==> config.mk <==
export PLATFORM = sky130hd
export DESIGN_NAME = smb_blkrd_ctrl
export DESIGN_NICKNAME = d
export VERILOG_FILES = /design/src/rtl/smb_blkrd_ctrl.sv
export SDC_FILE = /design/constraint.sdc
export NUM_CORES = 1
export LEC_CHECK = 0
export BUFFER_PORTS_ARGS = -buffer_cell sky130_fd_sc_hd__buf_4
export CORE_AREA = 2 2 74 76
export DETAILED_ROUTE_END_ITERATION = 10
export DIE_AREA = 0 0 76 78
export PLACE_DENSITY = 0.73
export SLEW_MARGIN = 0
export SYNTH_ARGS = -nofsm -noshare
export SYNTH_HDL_FRONTEND = slang
export SYNTH_SLANG_ARGS = --single-unit
export TNS_END_PERCENT = 5
==> constraint.sdc <==
create_clock -name clk -period 1.98 [get_ports clk]
set_clock_uncertainty 0.2 [all_clocks]
set_input_delay 0.099 -clock clk [delete_from_list [all_inputs] [get_ports clk]]
set_output_delay 0.099 -clock clk [all_outputs]
set_load 0.005 [all_outputs]
==> src/rtl/smb_blkrd_ctrl.sv <==
module smb_blkrd_ctrl #(
  parameter logic [7:0] CMD_BLKRD = 8'hF1,
  parameter logic [7:0] SETUP_CNT = 8'h02,
  parameter logic [7:0] MAX_LEN   = 8'h20
) (
  input  logic       clk,
  input  logic       rst_n,
  input  logic       ev_start,
  input  logic       ev_stop,
  input  logic       ev_addr,
  input  logic       addr_rw,
  input  logic       ev_rx,
  input  logic [7:0] rx_byte,
  output logic       rx_ack,
  input  logic       tx_req,
  output logic       tx_valid,
  output logic [7:0] tx_byte,
  input  logic       ev_mack,
  input  logic       mack_ack,
  output logic       tx_active,
  output logic       rf_rd,
  output logic [7:0] rf_addr,
  input  logic [7:0] rf_data
);
  typedef enum logic [3:0] {
    ST_IDLE, ST_CMD, ST_CNT, ST_ADR, ST_LEN, ST_DONE, ST_ARM, ST_RD, ST_REL, ST_SKIP
  } st_t;

  st_t        state;
  logic [8:0] base;
  logic [7:0] len, tmp_adr, tmp_len;
  logic       first, sel_len, sel_zero, rx_ok;

  wire armed  = (state == ST_ARM);
  wire in_cmd = (state == ST_CMD);

  always_comb begin
    case (state)
      ST_CMD:  rx_ok = (rx_byte == CMD_BLKRD);
      ST_CNT:  rx_ok = (rx_byte == SETUP_CNT);
      ST_ADR:  rx_ok = 1'b1;
      ST_LEN:  rx_ok = (rx_byte != 8'h00) && (rx_byte <= MAX_LEN);
      default: rx_ok = 1'b0;
    endcase
  end

  assign rx_ack    = ev_rx & rx_ok;
  assign tx_active = (state == ST_RD);
  assign rf_addr   = base[7:0];
  assign rf_rd     = tx_req & tx_active & ~first & ~base[8];
  assign tx_byte   = !tx_valid ? 8'h00 : sel_len ? len : sel_zero ? 8'h00 : rf_data;

  always_ff @(posedge clk or negedge rst_n) begin
    if (!rst_n) begin
      state    <= ST_IDLE;
      base     <= 9'h000;
      len      <= 8'h01;
      tmp_adr  <= 8'h00;
      tmp_len  <= 8'h01;
      first    <= 1'b0;
      sel_len  <= 1'b0;
      sel_zero <= 1'b0;
      tx_valid <= 1'b0;
    end else begin
      tx_valid <= tx_req & tx_active;
      if (tx_req && tx_active) begin
        sel_len  <= first;
        sel_zero <= base[8];
      end
      if (ev_stop) begin
        if (state == ST_DONE) begin
          base <= {1'b0, tmp_adr};
          len  <= tmp_len;
        end
        state <= ST_IDLE;
      end else if (ev_start) begin
        state <= (state == ST_CNT) ? ST_ARM : ST_IDLE;
      end else if (ev_addr) begin
        if (!addr_rw) state <= ST_CMD;
        else if (armed) begin
          state <= ST_RD;
          first <= 1'b1;
        end else state <= ST_SKIP;
      end else if (ev_rx) begin
        if (state == ST_DONE) state <= ST_DONE;
        else if (!rx_ok) state <= ST_SKIP;
        else begin
          case (state)
            ST_CMD: state <= ST_CNT;
            ST_CNT: state <= ST_ADR;
            ST_ADR: begin tmp_adr <= rx_byte; state <= ST_LEN; end
            ST_LEN: begin tmp_len <= rx_byte; state <= ST_DONE; end
            default: state <= ST_SKIP;
          endcase
        end
      end else if (ev_mack && tx_active) begin
        if (first) first <= 1'b0;
        else if (!base[8]) base <= base + 9'd1;
        if (!mack_ack) state <= ST_REL;
      end
    end
  end
endmodule

======== Yosys cells after proc, flatten, opt, wreduce, memory -nomap -nowiden ========
Cells that the tools add are included.
W data, S select, Z words.
cells by class
  multiplexer cells ....................... 29
  order comparisons ....................... 1
  add/subtract/negate cells ............... 1
  bitwise logic cells ..................... 10
  reductions and logical operators ........ 14
  equality and inequality tests ........... 19
operators by type and width
  operator               count
  $mux W9                8
  $mux W4                10
  $mux W8                3
  $reduce_and A7 Y1      3
  $eq A4 B3 Y1 const B   4
  $pmux W4 S4            1
  $reduce_and A6 Y1      2
  $ne A2 B1 Y1 const B   5
  $add A9 B1 Y9 const B  1
  $eq A4 B2 Y1 const B   2
  $eq A8 B2 Y1 const B   1
  $eq A8 B8 Y1 const B   1
  $le A8 B6 Y1 const B   1
  $ne A2 B2 Y1 const B   4
  $reduce_bool A8 Y1     1
  $not A1 Y1             6
  $mux W1                5
  $ne A5 B5 Y1 const B   1
  $reduce_bool A5 Y1     1
  $and A1 B1 Y1          4
  $eq A4 B1 Y1 const B   1
  $pmux W1 S4            1
  $reduce_and A2 Y1      2
  $reduce_bool A2 Y1     2
  2 further kinds        4
word-level totals
  word-level logic and storage cells ...... 84
  bits in registers ....................... 41
  output and inout bits ................... 20

======== Longest topological paths before layout ========
  word-level depth ........................ 9
  gate-level depth with buffers ........... 8
  depth with buffers taken out ............ 6

======== Worst setup path after synthesis ========
Ideal clock, no wire load.
  path kind ............................... register to register
  start ................................... register state[2]
  end ..................................... register tmp_len[1]
  cell stages (with the launch flop) ...... 7
  arrival ................................. 1.803 ns
  setup time .............................. 0.125 ns
  setup slack ............................. -0.148 ns
  period minus slack after synthesis ...... 2.128 ns
  cells stage by stage .................... dfrtp_1 clkbuf_1 and2b_2 nand2_1 nand4b_2 nor4_4 mux2_2
between the ends
  word-level cells in the longest chain between the ends .. 3
  elaborated cells between the ends (all ways) .. 8
  classes of those cells .................. 5 x eq/ne; 1 x mux; 1 x bitwise; 1 x reduce/logical
RTL lines
  item                                              RTL line  text
  start: declaration                                29        st_t state;
  start signal: assignment                          77        state <= (state == ST_CNT) ? ST_ARM : ST_IDLE;
  $eq A4 B3 Y1 (tied with other cells)              38, 88
  $pmux W1 S4 / $not A1 Y1 (equally long branches)  -
  $reduce_and A7 Y1 (no source line) *              -
  end signal: assignment                            59        tmp_len <= 8'h01;
  end signal: assignment                            92        ST_LEN: begin tmp_len <= rx_byte; state <= ST_DONE; end
  end: declaration                                  31        logic [7:0] len, tmp_adr, tmp_len;
Every way passes the cells marked *; elsewhere a longest branch is shown, timed or not.
A chain may end at the register's enable or synchronous reset.

======== Final worst setup path ========
  start ................................... input port rx_byte[2]
  end ..................................... output port rx_ack
between the ends
  word-level cells in the longest chain between the ends .. 4
  elaborated cells between the ends (all ways) .. 7
  classes of those cells .................. 1 x order compare; 2 x eq/ne; 1 x mux; 1 x bitwise; 2 x reduce/logical
RTL lines
  item                                                       RTL line  text
  start: declaration                                         13        input logic [7:0] rx_byte,
  $le A8 B6 Y1 / $reduce_bool A8 Y1 (equally long branches)  42        ST_LEN: rx_ok = (rx_byte != 8'h00) && (rx_byte <= MAX_LEN);
  $logic_and A1 B1 Y1                                        42
  $pmux W1 S4 *                                              38        case (state)
  $and A1 B1 Y1 *                                            47        assign rx_ack = ev_rx & rx_ok;
  end: declaration                                           14        output logic rx_ack,
Marked as above.

==> flow_metrics.py <==
metrics = {
    "logic_synthesis": {
        "synth_compound_area_frac": 0.118,
        "syn-cell-area_um2": 2210,
        "yosysUniqueCellTypes": 44,
        "yosys.area.top_type": "dfrtp_1",
        "synthSimpleGateAreaFrac": 0.279,
        "synth_top_family_by_area": "simple AND/OR/NAND/NOR gates",
        "yosysSeqAreaShare": 0.464,
        "synthCells": 234,
        "ys_warn_count": 0,
        "ys_top_cells_by_count": "nand2_1 (44), dfrtp_1 (39), mux2_2 (16), nor2_1 (16), nor2b_1 (12)",
        "yosysMostFrequentCell": "nand2_1",
        "ys_seq_elements": 41,
        "synth-edff-count": 0,
        "synth_nets": 261,
        "async_flop_share": 1.00,
        "synth_mux_area_frac": 0.0814,
        "synth_top_area_share": 0.441,
        "ys.flop_type": "dfrtp_1",
        "synthAdderAreaFrac": 0.00565,
        "yosys-top-cells-area": "dfrtp_1 (44%), mux2_2 (8.1%), nand2_1 (7.5%)",
        "avgSynthCellArea_um2": 9.46,
        "synth_xor_area_frac": 0.00395,
    },
    "grt": {
        "track_usage": 0.194,
        "gr-total-overflow": 0,
        "grt_max_degree": 42,
        "grt_first_pass_wirelength_um": 9250,
        "grt_pass1_vias": 1989,
        "antenna_found_initial": 0,
    },
    "placed_design": {
        "hpwl_um": 3900,
        "pre_cts_ws_ps": -256,
        "numPortBuffers": 45,
        "gp_congestion": 0.881,
    },
    "power": {
        "seq_power_share": 0.553,
        "vdd_drop_max_mv": 0.312,
        "switching_share": 0.234,
        "power.internal_mw": 1.17,
        "clockPowerShare": 0.340,
        "p_sw_mw": 0.356,
        "power.leakage_nw": 1.50,
        "power_density_nw_per_um2": 508,
        "combPwrFrac": 0.106,
        "finalPower_mw": 1.52,
    },
    "clocking": {
        "htreeDepth": 2,
        "cts_max_path_buffers": 2,
        "root_buffer": "clkbuf_8",
        "cts_buffers": 5,
        "cts_tree": "built",
        "clk_pin_slew_ps": 80,
        "worstSkewPairLatency_ps": 280,
        "clkSinkCount": 41,
    },
    "timing": {
        "setup_ws_ps": 13.9,
        "fmax_ghz": 0.509,
        "timing.final.crit_share": 0.993,
        "finalSetupTns_ps": 0,
        "worst_slew_pin_slew_ps": 578,
        "drv_slew": 0,
        "layout_min_cycle_time_ps": 1970,
        "hold_ws_ps": 32.6,
        "rsz0062_at_grt": "yes",
        "finalHoldViolations": 0,
        "setup_viol": 0,
        "relSlewSlack": 0.615,
    },
    "detailed_routing": {
        "vias": 2044,
        "drtIter0Drc": 112,
        "drtPass1Iterations": 4,
        "ant_nets": 0,
        "wl_um": 5580,
        "drc": 0,
        "via_per_inst": 5.48,
        "wl_per_cell_um": 15.0,
    },
    "floorplanning": {
        "die_w_um": 76,
        "io_pins": 46,
        "die_h_um": 78,
        "rows": 26,
        "dieArea_um2": 5930,
        "initial_core_util": 0.439,
        "core_um2": 5040,
    },
    "setup_path": {
        "reg2reg_slack_ps": 60,
        "worstSetupEndpointType": "output pin",
        "start_kind": "input pin",
        "critical_path.max_fanout": 3,
        "cp.arrival_ps": 1670,
        "setup.worst_path.class": "input pin to output pin",
        "critPathRequiredTime_ps": 1680,
    },
    "cells_and_area": {
        "fin_nets": 329,
        "n_antenna_cell": 0,
        "drive_gt1_frac": 0.363,
        "area_delta_synth_final_pct": 35.4,
    },
    "flow_run": {
        "maxCapViolations": 0,
    },
    "hold_path": {
        "hp-class": "input pin to flip-flop",
    },
    "outcome": {
        "outcome": "complete, no violations",
    },
}
[worst max-delay path, cell delays in order]
cell and delay (ps):
buf_4 110, dlygate4sd3_1 570, buf_4 150, nor4_1 220, o221ai_2 170, nand2_1 130
o21a_1 110, buf_4 100
[state kept, by name (all words and copies together) (netlist names)]
register,count
sel_zero,1
tmp_len,8
first,1
state,4
len,8
base,9
tmp_adr,8
tx_valid,1
sel_len,1
[worst paths after layout]
path / from / endpoint / cells past startpoint
min: ev_stop / base[0] / 3
min reg2reg: tmp_len[0] / len[0] / 2
min in group asynchronous: rst_n / tmp_adr[7] / 2
max reg2reg: state[3] / base[7] / 6
max: rx_byte[2] / rx_ack / 8
max in group asynchronous: rst_n / len[0] / 2
[final cells by class]
type / count / area [µm²]
timing repair buffer: 79 / 634
tap: 70 / 87.6
clock buffer: 6 / 72.6
clock inverter: 2 / 10.0
inverter: 2 / 7.51
fill: 424 / 2040
multi-input combinational: 173 / 1160
sequential: 41 / 1030
[stage by stage]
| step | cells | instance area [µm²] | util |
|---|---|---|---|
| after floorplan | 234 | 2230 | - |
| after global placement | 345 | 2660 | 0.527 |
| after detailed placement | 345 | 2660 | 0.527 |
| after CTS | 373 | 2960 | 0.588 |
| after global routing | 373 | 3000 | 0.595 |
| final | 373 | 3000 | 0.595 |
[layout by cell type (no fill, tap or decap), drive strengths merged, types with 4 or more instances in the layout]
cell         count
buf             64
nand2           44
dfrtp           39
nor2            16
mux2            16
dlygate4sd3     15
nor2b           12
a21oi           10
nor3             8
a22oi            7
o21ai            7
a32oi            6
clkbuf           6
nand3            5
nand4            4
nor4             4
[layer usage]
metal | up-vias | wire length, µm | GRT usage
met5 | - | 0 | 0
met2 | 71 | 2760 | 0.327
li1 | 964 | - | -
met4 | 0 | 134 | 0.0855
met1 | 995 | 2440 | 0.247
met3 | 14 | 248 | 0.0349
[power groups by stage]
| stage | clock network, mW | registers [mW] | logic (mW) |
|---|---|---|---|
| floorplan | 0 | 0.860 | 0.0398 |
| global placement | 0 | 0.859 | 0.126 |
| detailed placement | 0 | 0.859 | 0.128 |
| CTS | 0.527 | 0.842 | 0.157 |
| global route | 0.569 | 0.843 | 0.177 |
| finish | 0.519 | 0.843 | 0.162 |
[timing repair]
action	4_1_cts	5_1_grt
endpoints found under the setup margin	7	37
hold endpoints to repair	60	0
setup buffers	5	0
gates resized for setup	9	9
hold buffers	15	0
pin swaps	2	2
[logic make-up after synthesis]
group	count (synthesis)
adder cells (fa/ha/maj)	1
XOR/XNOR	1
multiplexers	16
AO/OA/AOI/OAI	38
AND/OR/NAND/NOR	117
buffers and inverters	20
flip-flops	41
Power figures use the tool's default switching activity.
